File: src/rtl/shift_carry_pkg.sv
// Shared shift-type encoding for the shifter and its checker.
// Assumes a two-bit type field; code 3 is reserved and passes data through.
package shift_carry_pkg;
    typedef enum logic [1:0] {
        SK_LSL  = 2'b00,
        SK_LSR  = 2'b01,
        SK_ASR  = 2'b10,
        SK_PASS = 2'b11
    } shift_kind_e;
endpackage

File: src/rtl/shift_lanes.sv
// Computes all three shift variants in parallel on a double-width lane,
// so the bit leaving the word lands at a fixed position for any count.
// Assumes AMT_W bits of count and a count never above 2*DATA_W-1.
module shift_lanes #(
    parameter int DATA_W = 32,
    parameter int AMT_W  = $clog2(DATA_W) + 1
) (
    input  logic [DATA_W-1:0] val,
    input  logic [AMT_W-1:0]  amt,
    output logic [DATA_W-1:0] lsl_res,
    output logic              lsl_cf,
    output logic [DATA_W-1:0] lsr_res,
    output logic              lsr_cf,
    output logic [DATA_W-1:0] asr_res,
    output logic              asr_cf
);
    localparam int WIDE_W = 2 * DATA_W;

    logic [WIDE_W-1:0] wide_l;
    logic [WIDE_W-1:0] wide_r;
    logic [WIDE_W-1:0] wide_a;
    logic              unused_lanes;

    // Left lane: operand in the low half, carry appears at bit DATA_W.
    always_comb begin
        wide_l = {{DATA_W{1'b0}}, val} << amt;
    end

    // Right lanes: operand in the high half, carry appears at bit DATA_W-1.
    always_comb begin
        wide_r = {val, {DATA_W{1'b0}}} >> amt;
        wide_a = $unsigned($signed({val, {DATA_W{1'b0}}}) >>> amt);
    end

    assign lsl_res = wide_l[DATA_W-1:0];
    assign lsl_cf  = wide_l[DATA_W];
    assign lsr_res = wide_r[WIDE_W-1:DATA_W];
    assign lsr_cf  = wide_r[DATA_W-1];
    assign asr_res = wide_a[WIDE_W-1:DATA_W];
    assign asr_cf  = wide_a[DATA_W-1];

    assign unused_lanes = ^{wide_l[WIDE_W-1:DATA_W+1], wide_r[DATA_W-2:0], wide_a[DATA_W-2:0]};
endmodule

File: src/rtl/shift_select.sv
// Chooses the lane named by the shift type and applies the zero-count rule.
// A zero count or the reserved type returns the operand and the old carry.
module shift_select
    import shift_carry_pkg::*;
#(
    parameter int DATA_W = 32,
    parameter int AMT_W  = $clog2(DATA_W) + 1
) (
    input  logic [DATA_W-1:0] val,
    input  logic [AMT_W-1:0]  amt,
    input  logic [1:0]        kind,
    input  logic              carry_prev,
    input  logic [DATA_W-1:0] lsl_res,
    input  logic              lsl_cf,
    input  logic [DATA_W-1:0] lsr_res,
    input  logic              lsr_cf,
    input  logic [DATA_W-1:0] asr_res,
    input  logic              asr_cf,
    output logic [DATA_W-1:0] res,
    output logic              cf
);
    // Lane mux with the zero-count and pass-through overrides.
    always_comb begin
        res = val;
        cf  = carry_prev;
        if (amt != '0) begin
            case (shift_kind_e'(kind))
                SK_LSL:  begin res = lsl_res; cf = lsl_cf; end
                SK_LSR:  begin res = lsr_res; cf = lsr_cf; end
                SK_ASR:  begin res = asr_res; cf = asr_cf; end
                default: begin res = val;     cf = carry_prev; end
            endcase
        end
    end
endmodule

File: src/rtl/shift_out_reg.sv
// Output stage: captures result and flags on a valid request, holds otherwise.
// Synchronous active-low reset clears every output.
module shift_out_reg #(
    parameter int DATA_W = 32
) (
    input  logic              clk,
    input  logic              rst_n,
    input  logic              load,
    input  logic [DATA_W-1:0] res,
    input  logic              cf,
    output logic              q_valid,
    output logic [DATA_W-1:0] q_data,
    output logic              q_carry,
    output logic              q_extend
);
    // Valid strobe follows the request by one edge.
    always_ff @(posedge clk) begin
        if (!rst_n) q_valid <= 1'b0;
        else        q_valid <= load;
    end

    // Data and flags load on a request and hold between requests.
    always_ff @(posedge clk) begin
        if (!rst_n) begin
            q_data   <= '0;
            q_carry  <= 1'b0;
            q_extend <= 1'b0;
        end else if (load) begin
            q_data   <= res;
            q_carry  <= cf;
            q_extend <= cf;
        end
    end
endmodule

File: src/rtl/shift_carry_unit.sv
// Top: single-cycle shifter with carry and extend flags and registered outputs.
// Assumes CNT_W >= AMT_W; count bits above AMT_W are ignored.
module shift_carry_unit #(
    parameter int DATA_W = 32,
    parameter int CNT_W  = 8
) (
    input  logic              clk,
    input  logic              rst_n,
    input  logic              in_valid,
    input  logic [DATA_W-1:0] in_data,
    input  logic [CNT_W-1:0]  in_count,
    input  logic [1:0]        in_kind,
    input  logic              in_carry_prev,
    output logic              out_valid,
    output logic [DATA_W-1:0] out_data,
    output logic              out_carry,
    output logic              out_extend
);
    localparam int AMT_W = $clog2(DATA_W) + 1;

    logic [AMT_W-1:0]  amt;
    logic [DATA_W-1:0] lsl_res, lsr_res, asr_res, sel_res;
    logic              lsl_cf, lsr_cf, asr_cf, sel_cf;
    logic              unused_cnt_hi;

    assign amt = in_count[AMT_W-1:0];

    // Keep the ignored count bits visible as deliberately unused.
    generate
        if (CNT_W > AMT_W) begin : g_cnt_hi
            assign unused_cnt_hi = ^in_count[CNT_W-1:AMT_W];
        end else begin : g_cnt_exact
            assign unused_cnt_hi = 1'b0;
        end
    endgenerate

    shift_lanes #(.DATA_W(DATA_W), .AMT_W(AMT_W)) u_lanes (
        .val(in_data), .amt(amt),
        .lsl_res(lsl_res), .lsl_cf(lsl_cf),
        .lsr_res(lsr_res), .lsr_cf(lsr_cf),
        .asr_res(asr_res), .asr_cf(asr_cf)
    );

    shift_select #(.DATA_W(DATA_W), .AMT_W(AMT_W)) u_select (
        .val(in_data), .amt(amt), .kind(in_kind), .carry_prev(in_carry_prev),
        .lsl_res(lsl_res), .lsl_cf(lsl_cf),
        .lsr_res(lsr_res), .lsr_cf(lsr_cf),
        .asr_res(asr_res), .asr_cf(asr_cf),
        .res(sel_res), .cf(sel_cf)
    );

    shift_out_reg #(.DATA_W(DATA_W)) u_out (
        .clk(clk), .rst_n(rst_n), .load(in_valid),
        .res(sel_res), .cf(sel_cf),
        .q_valid(out_valid), .q_data(out_data),
        .q_carry(out_carry), .q_extend(out_extend)
    );
endmodule

File: config.mk
export PLATFORM = sky130hd
export DESIGN_NAME = shift_carry_unit
export DESIGN_NICKNAME = d
export VERILOG_FILES = /design/src/rtl/shift_carry_pkg.sv /design/src/rtl/shift_lanes.sv /design/src/rtl/shift_select.sv /design/src/rtl/shift_out_reg.sv /design/src/rtl/shift_carry_unit.sv
export SDC_FILE = /design/constraint.sdc
export NUM_CORES = 1
export LEC_CHECK = 0
export BUFFER_PORTS_ARGS = -buffer_cell sky130_fd_sc_hd__buf_4
export CORE_MARGIN = 4
export CORE_UTILIZATION = 55
export CTS_BUF_LIST = sky130_fd_sc_hd__clkbuf_2 sky130_fd_sc_hd__clkbuf_4 sky130_fd_sc_hd__clkbuf_8
export DETAILED_ROUTE_END_ITERATION = 10
export HOLD_SLACK_MARGIN = 0.1
export MAX_ROUTING_LAYER = met4
export PLACE_DENSITY = 0.91
export RECOVER_POWER = 50
export SYNTH_ARGS = -nofsm -noshare
export SYNTH_HDL_FRONTEND = slang
export SYNTH_SLANG_ARGS = --single-unit
File: constraint.sdc
create_clock -name clk -period 2.1 [get_ports clk]
set_input_delay 0.42 -clock clk [delete_from_list [all_inputs] [get_ports clk]]
set_output_delay 0.42 -clock clk [all_outputs]
set_load 0.01 [all_outputs]
==> run summary, run 1 <==
Root Driver = clkbuf_8
Routability Congestion = 1.41
status = stopped before the end
# rows = 36
Overflow after GRT = 9
largest net degree at the start of global routing = 33
Synthesized Nets = 752
Die X = 109 um
post-synthesis mux area share = 0.320
Synth Flop Type = dfxtp_1
CTS Hold Bufs = 0
Async SR Flop Fraction = 0
hpwl dp = 21.6 mm
Total GRT Usage = 0.665
clock buffer depth = 2
post-synthesis cell type count = 74
post-synthesis register bit count = 34
Ports = 81
Initial Util = 0.571
Mapped Cells = 706
post-synthesis compound-gate area fraction = 0.296
syn avg cell area = 8.01 sq um
Ys Warns = 0
Post-Synth Adder-Cell Area = 0
main combinational cell family by area after synthesis = multiplexers
XOR/XNOR Fraction of Synth Area = 0.00310
Die Height = 109 um
clock sink count = 34
Fail Step = global routing
Err = [ERROR GRT-0232] Routing congestion too high. Check the congestion heatmap in the GUI.
port buffer count = 78
EDFF count, synth = 0
simple-gate share of the synthesized area = 0.186
H-tree depth = 2
CTS buffer count = 5
Post-Syn Area = 5660 sq um
Seq/Total Area, Yosys = 0.120
==> cells in the mapped netlist, types with 20 or more instances <==
cell type / number / area share
nor2_1: 62 / 0.041
a21oi_1: 31 / 0.027
mux2i_1: 59 / 0.10
dfxtp_1: 34 / 0.12
nand2_1: 72 / 0.048
a22oi_1: 20 / 0.027
clkbuf_1: 40 / 0.027
o21ai_0: 42 / 0.037
mux4_2: 31 / 0.12
a211oi_1: 25 / 0.033
mux2_2: 21 / 0.042
==> cell families after synthesis <==
family	after synthesis
multiplexers	122
XOR/XNOR	2
flip-flops	34
AND/OR/NAND/NOR	226
buffers and inverters	84
AO/OA/AOI/OAI	238
==> per-layer routing <==
layer,overflow,global-route usage
met4,7,0.614
met3,0,0.573
met1,0,0.652
met2,2,0.773
met5,-,-
==> what timing repair did <==
action | 4_1_cts
pin swaps | 2
setup buffers | 1
setup endpoints to repair | 25
gates cloned | 1
gates resized for setup | 22
==> through the flow <==
step                      worst slack (ns)  hold WS [ns]  cell area, sq um  instances  setup TNS, ns
after floorplan                    -0.0317         0.486              5670        706         -0.123
after CTS                          0.00540         0.452              7940       1048              0
after global placement              -0.329         0.450              7660       1038          -8.18
after detailed placement            -0.504         0.480              7660       1038         -10.94
==> run 2, diff against run 1 <==
- CORE_UTILIZATION: 55 -> 40
- CTS_BUF_LIST: sky130_fd_sc_hd__clkbuf_2 sky130_fd_sc_hd__clkbuf_4 sky130_fd_sc_hd__clkbuf_8 -> not set
- HOLD_SLACK_MARGIN: 0.1 -> not set
- MAX_ROUTING_LAYER: met4 -> not set
- PLACE_DENSITY: 0.91 -> not set
- PLACE_DENSITY_LB_ADDON: not set -> 0.15
- clock period: 2.1 -> 2.75 ns (I/O delays scaled with it)
==> run 2 against run 1 <==
Net effect:
- the run now ends clean
- synthesized cell count stayed put
- synthesized area stayed put
==> run summary, run 2 <==
total power = 2.46 mW
highest routed layer = met5
fmax = 377 MHz
fin util = 0.499
met2 WL = 12.9 mm
H-tree depth = 2 (unchanged)
status = completed
Rel. slew slack = 0.179
sw power = 1.03 mW
maximum VDD drop = 283 uV
port buffer count = 78 (unchanged)
largest net degree at the start of global routing = 33
Finish-stage setup viols = 0
Ys Warns = 0 (unchanged)
Net Sw Frac = 0.421
CTS Hold Bufs = 0 (unchanged)
PwrDens = 355 nW/um^2
Final Max Slew Viols = 0
Total GRT Usage = 0.346
Routability Congestion = 1.01 (-28%)
Synthesized Nets = 752 (unchanged)
Top reg by flops = u_out.q_data
CP Max Fanout = 18
Final #Nets = 867
Async SR Flop Fraction = 0 (unchanged)
wl on met1 = 11.9 mm
Largest register FFs = 32
CP arrival = 2.80 ns
top-count cell post-synth = nand2_1
cell taking the most area after synthesis = mux4_2
Worst Hold Margin = 0.476 ns
fraction of layout cells with a size suffix above 1 = 0.268
# rows = 43 (+19%)
hpwl dp = 23.0 mm (+6.4%)
ant diodes = 0
via count = 6982
post-synthesis cell type count = 74 (unchanged)
WS Path Type = in2reg
crit path time final = 2.66 ns
vias per cell = 6.97
CTS buffer count = 5 (unchanged)
later-pin clock latency in the skew report = 0.28 ns
synth top area cells = mux4_2, dfxtp_1, mux2i_1
Routed Antenna Nets = 0
Initial Util = 0.408 (-0.163)
Combinational Power Share = 0.536
syn avg cell area = 8.01 sq um (unchanged)
placed instance area = 6890 sq um (-10%)
Die Height = 127 um (+16%)
Pleak = 2.67 nW
DRT iter0 DRCs = 1004
First-pass DRT Iterations = 6
synthesis-to-layout area growth = 22.4%
post-synthesis register bit count = 34 (unchanged)
Synth top cells by count = nand2_1, nor2_1, mux2i_1
Reg clk slew, reported paths = 0.05 ns
Mapped Cells = 706 (unchanged)
Total Wirelength = 28.9 mm
clock buffer depth = 2 (unchanged)
Overflow after GRT = 0
first-pass GRT wire length = 42.0 mm
Max Cap Viol = 0
clock sink count = 34 (unchanged)
crit share post-route = 0.965
Synth Flop Type = dfxtp_1
Regs by FF count = u_out.q_data (32), u_out.q_carry (1), u_out.q_valid (1)
Final Hold Fails = 0
postcts setup bufs = 0 (-1)
number of global-route vias before repair = 6344
Internal = 1.42 mW
TritonCTS clock tree = built
RSZ-0062 raised after global routing = false
Seq/Total Area, Yosys = 0.120 (unchanged)
Post-Syn Area = 5660 sq um (unchanged)
Ports = 81 (unchanged)
Clk network pwr share = 0.238
top-area cell type share of the netlist area = 0.123 (unchanged)
initial antenna violation count = 1
slew of the pin with the lowest slew margin = 1.22 ns
Root Driver = clkbuf_16
wire per inst = 28.8 um
crit path capture type = flip-flop
clk_skew = 0 ns
CP startpoint kind = input pin
most common cell after layout, fill and taps aside = buf_4
Reg power frac = 0.225
post-route design area = 6930 sq um
Die X = 127 um (+16%)
Hold Crit Class = reg2reg
WL met3 = 3.03 mm
commonest non-fill, non-tap cells in the layout = buf_4, nand2_1, nor2_1
Req. time, crit path = 2.90 ns
die area = 16100 sq um
drt drc = 0
Core Area = 13900 sq um
EDFF count, synth = 0 (unchanged)
==> run 2: layout make-up <==
cell class	instances	area (sq um)
clock buffers	6	139
clock inverters	2	12.5
fillers	1439	6960
inverters	11	41.3
multi-input cells	588	4570
flip-flops and latches	34	681
well taps	180	225
repair buffers	181	1260
==> run 2: per-layer routing <==
layer / vias to the layer above / track usage
met5: - / 0
met4: 2 / 0.106
met3: 69 / 0.0632
met2: 505 / 0.534
met1: 3379 / 0.490
li1: 3027 / -
==> run 2: repair_timing <==
item,in CTS,in global routing
gates resized for setup,0,2
hold endpoints to repair,0,0
endpoints found under the setup margin,0,2
==> run 2: kinds of logic (layout without fill, tap and decap cells) <==
logic type / count (synthesis) / after routing / synth area share
AO/OA/AOI/OAI: 238 / 238 / 0.296
AND/OR/NAND/NOR: 226 / 226 / 0.186
multiplexers: 122 / 122 / 0.320
buffers and inverters: 84 / 200 / 0.0743
flip-flops: 34 / 34 / 0.120
XOR/XNOR: 2 / 2 / 0.00310
==> run 2: critical path, stage by stage <==
cell	delay [ns]
buf_4	0.25
buf_4	0.23
buf_4	0.17
mux2_2	0.36
o22ai_1	0.30
nand2b_1	0.17
mux2i_1	0.18
a311oi_1	0.44
a21oi_1	0.13
==> run 2: final timing paths <==
check / start / endpoint / slack [ns] / cells after the start
setup / recovery: in_count[0] / u_out.q_carry / 0.09 / 9
hold / removal: u_out.q_data[16] / u_out.q_data[16] / 0.48 / 2
setup reg to reg: u_out.q_carry / u_out.q_carry / 1.56 / 4
hold reg to reg: u_out.q_data[16] / u_out.q_data[16] / 0.48 / 2
==> run 2: power groups by stage <==
stage | registers, mW | logic (mW) | clock network [mW]
3_3_place_gp | 0.562 | 1.29 | 0
4_1_cts | 0.553 | 1.30 | 0.583
2_1_floorplan | 0.574 | 0.699 | 0
3_5_place_dp | 0.563 | 1.30 | 0
5_1_grt | 0.556 | 1.38 | 0.597
6_report | 0.553 | 1.32 | 0.586
==> run 2: per-stage QoR <==
stage	TNS, ns	setup WS [ns]	instances
6_report	0	0.0949	1002
5_1_grt	0	0.00619	1002
4_1_cts	0	0.108	1002
3_5_place_dp	-0.624	-0.163	994
3_3_place_gp	-0.487	-0.219	994
2_1_floorplan	0	0.417	706
Power figures use the tool's default switching activity.
==> run 3, diff against run 2 <==
- SYNTH_HIERARCHICAL: not set -> 1
==> run 3 against run 2 <==
Net effect:
- the run now ends with negative setup slack left
- synthesized cell count grew 22%
- largest cell class unchanged
- cell count up 32%
- count of clock-buffer cells in the layout increased by 1
- via count up 18%
- critical path depth rose by 3
- hold slack better by 0.036 ns
- critical path type unchanged
- total power is 23% higher
- critical endpoint is now u_out/q_data[4]
==> run summary, run 3 <==
drt drc = 0 (unchanged)
Clk network pwr share = 0.196 (-0.042)
Crit. Startpoint = in_count[0]
hold path start = u_out/q_data[2]
# rows = 48 (+12%)
port buffer count = 78 (unchanged)
Core Area = 17400 sq um (+25%)
Total Wirelength = 32.2 mm (+12%)
Top reg by flops = u_out/q_data
Req. time, crit path = 2.93 ns (+0.03 ns)
Final Max Slew Viols = 0 (unchanged)
clock buffer depth = 2 (unchanged)
synth top area cells = mux2i_1, dfxtp_1, mux2_2
Ports = 81 (unchanged)
H-tree depth = 2 (unchanged)
CTS buffer count = 5 (unchanged)
synthesis-to-layout area growth = 41.5%
Synthesized Nets = 906 (+20%)
clk_skew = 0 ns (unchanged)
Synth top cells by count = nor2_1, mux2i_1, a211oi_1
slew of the pin with the lowest slew margin = 0.573 ns (-0.650 ns)
Mapped Cells = 860 (+22%)
Pleak = 4.26 nW (+60%)
top-area cell type share of the netlist area = 0.133 (+0.00923)
die area = 19900 sq um (+24%)
post-synthesis cell type count = 57 (-23%)
number of global-route vias before repair = 7831 (+23%)
ant diodes = 0 (unchanged)
Combinational Power Share = 0.622 (+0.086)
Overflow after GRT = 0 (unchanged)
Finish-stage setup viols = 1 (+1)
crit path time final = 2.75 ns (+0.0951 ns)
Final Hold Fails = 0 (unchanged)
wire per inst = 24.3 um (-16%)
First-pass DRT Iterations = 7 (+1)
hpwl dp = 25.1 mm (+9.2%)
CTS Hold Bufs = 0 (unchanged)
largest net degree at the start of global routing = 45 (+36%)
TritonCTS clock tree = built
Hold Crit Class = reg2reg
initial antenna violation count = 0 (-1)
maximum VDD drop = 283 uV (about the same)
Regs by FF count = u_out/q_data (32), u_out/q_extend (1), u_out/q_valid (1)
Reg power frac = 0.182 (-0.043)
EDFF count, synth = 0 (unchanged)
Root Driver = clkbuf_16
Routed Antenna Nets = 0 (unchanged)
Internal = 1.79 mW (+26%)
CP startpoint kind = input pin
commonest non-fill, non-tap cells in the layout = buf_4, nor2_1, mux2i_1
Worst R2R Start = u_out/q_data[27]
RSZ-0062 raised after global routing = true
Final Instance Count excl. Fillers = 1325 (+32%)
Die Height = 141 um (+11%)
layout filler cell count = 1649 (+15%)
CP Max Fanout = 5 (-13)
Largest register FFs = 32 (unchanged)
clock sink count = 34 (unchanged)
cell taking the most area after synthesis = mux2i_1
first-pass GRT wire length = 48.4 mm (+15%)
fraction of layout cells with a size suffix above 1 = 0.472 (+0.204)
worst slack, placed = -0.480 ns (-0.317 ns)
Ys Warns = 6 (+6)
Max Cap Viol = 0 (unchanged)
CP arrival = 2.93 ns (+0.13 ns)
Initial Util = 0.409 (+0.00115)
PwrDens = 301 nW/um^2 (-15%)
Routability Congestion = 1.06 (+5.2%)
fmax = 364 MHz (-3.5%)
via count = 8242 (+18%)
later-pin clock latency in the skew report = 0.29 ns (about the same)
post-synthesis register bit count = 34 (unchanged)
crit share post-route = 1.00 (+0.0346)
final setup margin = -0.000122 ns (-0.0951 ns)
Seq/Total Area, Yosys = 0.0960 (-0.0244)
Total GRT Usage = 0.315 (-0.0305)
WS Path Type = in2reg
Net Sw Frac = 0.409 (-0.0126)
vias per cell = 6.22 (-11%)
Placed Cells = 1307 (+31%)
Final #Nets = 1145 (+32%)
status = complete, but fails checks
syn avg cell area = 8.25 sq um (+2.9%)
top-count cell post-synth = nor2_1
failing checks = negative setup slack
Die X = 141 um (+11%)
most common cell after layout, fill and taps aside = buf_4
Async SR Flop Fraction = 0 (unchanged)
Rel. slew slack = 0.618 (+0.438)
DRT iter0 DRCs = 887 (-12%)
Post-Syn Area = 7090 sq um (+25%)
Reg clk slew, reported paths = 0.06 ns (about the same)
sw power = 1.24 mW (+19%)
crit path capture type = flip-flop
Synth Flop Type = dfxtp_1
-- run 3: cell count changes in the layout (fill, tap and decap cells not counted), moves of 26 or more --
cell and delta:
inv_1 +26, a211oi_1 +35, buf_4 +129, nor2b_1 +29
nor2_1 +32, a2111oi_2 +32
-- run 3: per-layer routing --
layer  share of wire  track usage  vias up
li1                -            -     3755
met1            0.44        0.460     4008
met2            0.44        0.471      409
met3           0.089       0.0583       70
met4           0.032       0.0928        0
met5               0            0        -
-- run 3: worst paths after layout --
check	to	slack [ns]	cells past startpoint
hold reg to reg	u_out/q_data[2]	0.51	2
setup / recovery	u_out/q_data[4]	-0.0001	12
setup reg to reg	u_out/q_data[27]	2.12	2
hold / removal	u_out/q_data[2]	0.51	2
-- run 3: power groups by stage --
stage / sequential (mW) / clock, mW / combinational [mW]
2_1_floorplan: 0.576 / 0 / 0.923
3_3_place_gp: 0.559 / 0 / 1.72
3_5_place_dp: 0.560 / 0 / 1.72
4_1_cts: 0.550 / 0.603 / 1.78
5_1_grt: 0.553 / 0.630 / 1.98
6_report: 0.548 / 0.592 / 1.88
-- run 3: critical path: stages --
cell       delay, ns
buf_16          0.11
buf_12          0.12
mux4_2          0.52
buf_4           0.16
mux2i_4         0.18
o22ai_1         0.11
a211o_1         0.29
mux2_2          0.28
a211oi_1        0.30
a2111oi_2       0.09
mux2i_1         0.15
nor2b_1         0.06
-- run 3: through the flow --
step                      hold WS (ns)  utilization  area [sq um]   TNS (ns)  total power, mW
after floorplan                  0.538            -          7190    -0.0463             1.50
after global placement           0.499        0.545          9470     -12.04             2.28
after detailed placement         0.506        0.545          9470     -12.54             2.28
after CTS                        0.522        0.564          9790    -0.0702             2.93
after global routing             0.547        0.578         10000      -1.28             3.16
final                            0.513        0.578         10000  -0.000122             3.02
-- run 3: kinds of logic (layout without fill, tap and decap cells) --
kind of cell / after synthesis / after routing / share of synthesized area
buffers and inverters: 132 / 372 / 0.0972
muxes: 191 / 191 / 0.353
and+or+nand+nor: 256 / 256 / 0.167
DFF: 34 / 34 / 0.0960
AOI/OAI and AO/OA: 247 / 247 / 0.286
-- run 3: repair_timing --
| item | 4_1_cts | 5_1_grt |
|---|---|---|
| gates cloned | 1 | 2 |
| buffers inserted | 3 | 4 |
| resized for setup | 39 | 62 |
| setup endpoints to repair | 31 | 33 |
| pin swaps | 9 | 22 |
-- run 3: cell type report --
type | count | area, sq um | area share
repair buffers | 327 | 2700 | 0.269
inverters | 37 | 139 | 0.0138
well taps | 225 | 282 | 0.0281
flip-flops and latches | 34 | 681 | 0.0678
clock buffers | 7 | 143 | 0.0142
clock inverters | 1 | 5.00 | 0.000499
multi-input cells | 694 | 6080 | 0.606
==> run 4, diff against run 3 <==
- ABC_AREA: not set -> 1
- SYNTH_HIERARCHICAL: 1 -> not set
==> run 4 against run 3 <==
Net effect:
- the run now ends clean
- count of clock-buffer cells in the layout fell by 1
- wire length fell by 27%
- flip-flop and latch count unchanged
- core utilization shrank 11 points
- critical endpoint is now u_out.q_carry
- largest cell class unchanged
- highest routed layer unchanged
==> run summary, run 4 <==
status = completed
Async SR Flop Fraction = 0 (unchanged)
post-synthesis cell type count = 37 (-35%)
First-pass DRT Iterations = 6 (-1)
commonest non-fill, non-tap cells in the layout = nand2_1, nand3_1, a21oi_1
CP arrival = 2.26 ns (-0.67 ns)
R2R cell count = 2 (unchanged)
post-route setup TNS = 0 ns (+0.000122 ns)
TritonCTS clock tree = built
Post-Syn Area = 5340 sq um (-25%)
WS Path Type = in2reg
Total Wirelength = 23.5 mm (-27%)
final setup margin = 0.624 ns (+0.624 ns)
Core Area = 12800 sq um (-26%)
# rows = 41 (-15%)
most common cell after layout, fill and taps aside = nand2_1
number of global-route vias before repair = 6552 (-16%)
Top reg by flops = u_out.q_data
Largest register FFs = 32 (unchanged)
Overflow after GRT = 0 (unchanged)
H-tree depth = 2 (unchanged)
Synth Flop Type = dfxtp_1
Max Cap Viol = 0 (unchanged)
first-pass GRT wire length = 35.9 mm (-26%)
largest net degree at the start of global routing = 44 (-2.2%)
fin util = 0.468 (-0.111)
Worst Hold Margin = 0.465 ns (-0.0477 ns)
Final #Nets = 1121 (-2.1%)
CP Max Fanout = 31 (+26)
EDFF count, synth = 0 (unchanged)
top-area cell type share of the netlist area = 0.285 (+0.152)
Ports = 81 (unchanged)
crit share post-route = 0.773 (-0.227)
slew of the pin with the lowest slew margin = 0.760 ns (+0.187 ns)
Synthesized Nets = 1076 (+19%)
RSZ-0062 raised after global routing = false
Seq/Total Area, Yosys = 0.128 (+0.0316)
die area = 15300 sq um (-23%)
PwrDens = 358 nW/um^2 (+19%)
cell taking the most area after synthesis = nand2_1
worst slack, placed = 0.403 ns (+0.883 ns)
Die Height = 124 um (-13%)
drt drc = 0 (unchanged)
later-pin clock latency in the skew report = 0.28 ns (about the same)
total power = 2.15 mW (-29%)
Regs by FF count = u_out.q_data (32), u_out.q_carry (1), u_out.q_valid (1)
layout filler cell count = 1504 (-8.8%)
post-synthesis register bit count = 34 (unchanged)
Initial Util = 0.416 (+0.00743)
syn avg cell area = 5.18 sq um (-37%)
Synth top cells by count = nand2_1, nand3_1, a21oi_1
fraction of layout cells with a size suffix above 1 = 0.121 (-0.351)
Final Max Slew Viols = 0 (unchanged)
port buffer count = 78 (unchanged)
Total GRT Usage = 0.309 (-0.00574)
Reg clk slew, reported paths = 0.05 ns (about the same)
DRT iter0 DRCs = 908 (+2.4%)
top-count cell post-synth = nand2_1
hpwl dp = 18.8 mm (-25%)
Hold Crit Class = reg2reg
Mapped Cells = 1030 (+20%)
wire per inst = 18.8 um (-23%)
Placed Cells = 1240 (-5.1%)
Pleak = 2.87 nW (-33%)
clock buffer depth = 2 (unchanged)
Routability Congestion = 1.03 (-3.1%)
via count = 7290 (-12%)
ant diodes = 0 (unchanged)
postcts setup bufs = 0 (-3)
vias per cell = 5.84 (-6.1%)
synthesis-to-layout area growth = 12.4%
crit path time final = 2.13 ns (-0.624 ns)
fmax = 470 MHz (+29%)
Die X = 124 um (-13%)
Root Driver = clkbuf_16
synth top area cells = nand2_1, nand3_1, dfxtp_1
post-route design area = 6000 sq um (-40%)
placed instance area = 5970 sq um (-37%)
clk_skew = 0 ns (unchanged)
Finish-stage setup viols = 0 (-1)
CP startpoint kind = input pin
Ys Warns = 0 (-6)
hold path cells = 2 (unchanged)
Req. time, crit path = 2.88 ns (-0.05 ns)
crit path capture type = flip-flop
post-CTS resize count = 0 (-100%)
initial antenna violation count = 0 (unchanged)
CTS buffer count = 5 (unchanged)
CTS Hold Bufs = 0 (unchanged)
Final Instance Count excl. Fillers = 1248 (-5.8%)
Rel. slew slack = 0.493 (-0.125)
maximum VDD drop = 224 uV (-21%)
Final Hold Fails = 0 (unchanged)
Routed Antenna Nets = 0 (unchanged)
clock sink count = 34 (unchanged)
==> run 4: cell families after synthesis <==
kind of cell,Yosys count,share of synthesized area
buffers and inverters,100,0.0992
AND/OR/NAND/NOR,745,0.615
flip-flops,34,0.128
AO/OA/AOI/OAI,151,0.158
==> run 4: path summary, 6_finish.rpt <==
| kind | start | to | slack (ns) |
|---|---|---|---|
| max | in_count[0] | u_out.q_carry | 0.62 |
| min | u_out.q_data[30] | u_out.q_data[30] | 0.47 |
| max reg2reg | u_out.q_data[9] | u_out.q_data[9] | 2.10 |
| min reg2reg | u_out.q_data[30] | u_out.q_data[30] | 0.47 |
==> run 4: area by class of cell <==
| cell class | instances | area [sq um] | share of cell area |
|---|---|---|---|
| clock buffers | 6 | 139 | 0.0232 |
| well taps | 172 | 215 | 0.0359 |
| repair buffers | 102 | 676 | 0.113 |
| multi-input cells | 896 | 4130 | 0.688 |
| clock inverters | 2 | 12.5 | 0.00209 |
| flip-flops and latches | 34 | 681 | 0.113 |
| inverters | 36 | 148 | 0.0246 |
==> run 4: power breakdown <==
group	total [mW]	leakage (nW)	internal [mW]	switching, mW
sequential	0.541	0.280	0.526	0.0158
combinational	1.04	2.52	0.325	0.714
clock	0.568	0.0729	0.358	0.210
==> run 4: worst max-delay path: stages <==
cell and delay, ns:
buf_4 0.28, inv_6 0.18, nand2_1 0.15, nand3_1 0.11
nand3_1 0.12, nand2_1 0.14, nand2_1 0.10, nand3_1 0.09
nand2_1 0.13, nand3_1 0.10, nand2_1 0.07, nand2_1 0.09
nand2_1 0.07, a21oi_1 0.05
==> run 4: routing by layer <==
metal  up-vias  wire length [um]  global-route usage
li1       3514                 -                   -
met1      3319              9780               0.416
met2       387             10000               0.455
met3        70              2110              0.0613
met4         0              1590               0.183
met5         -                 0                   0
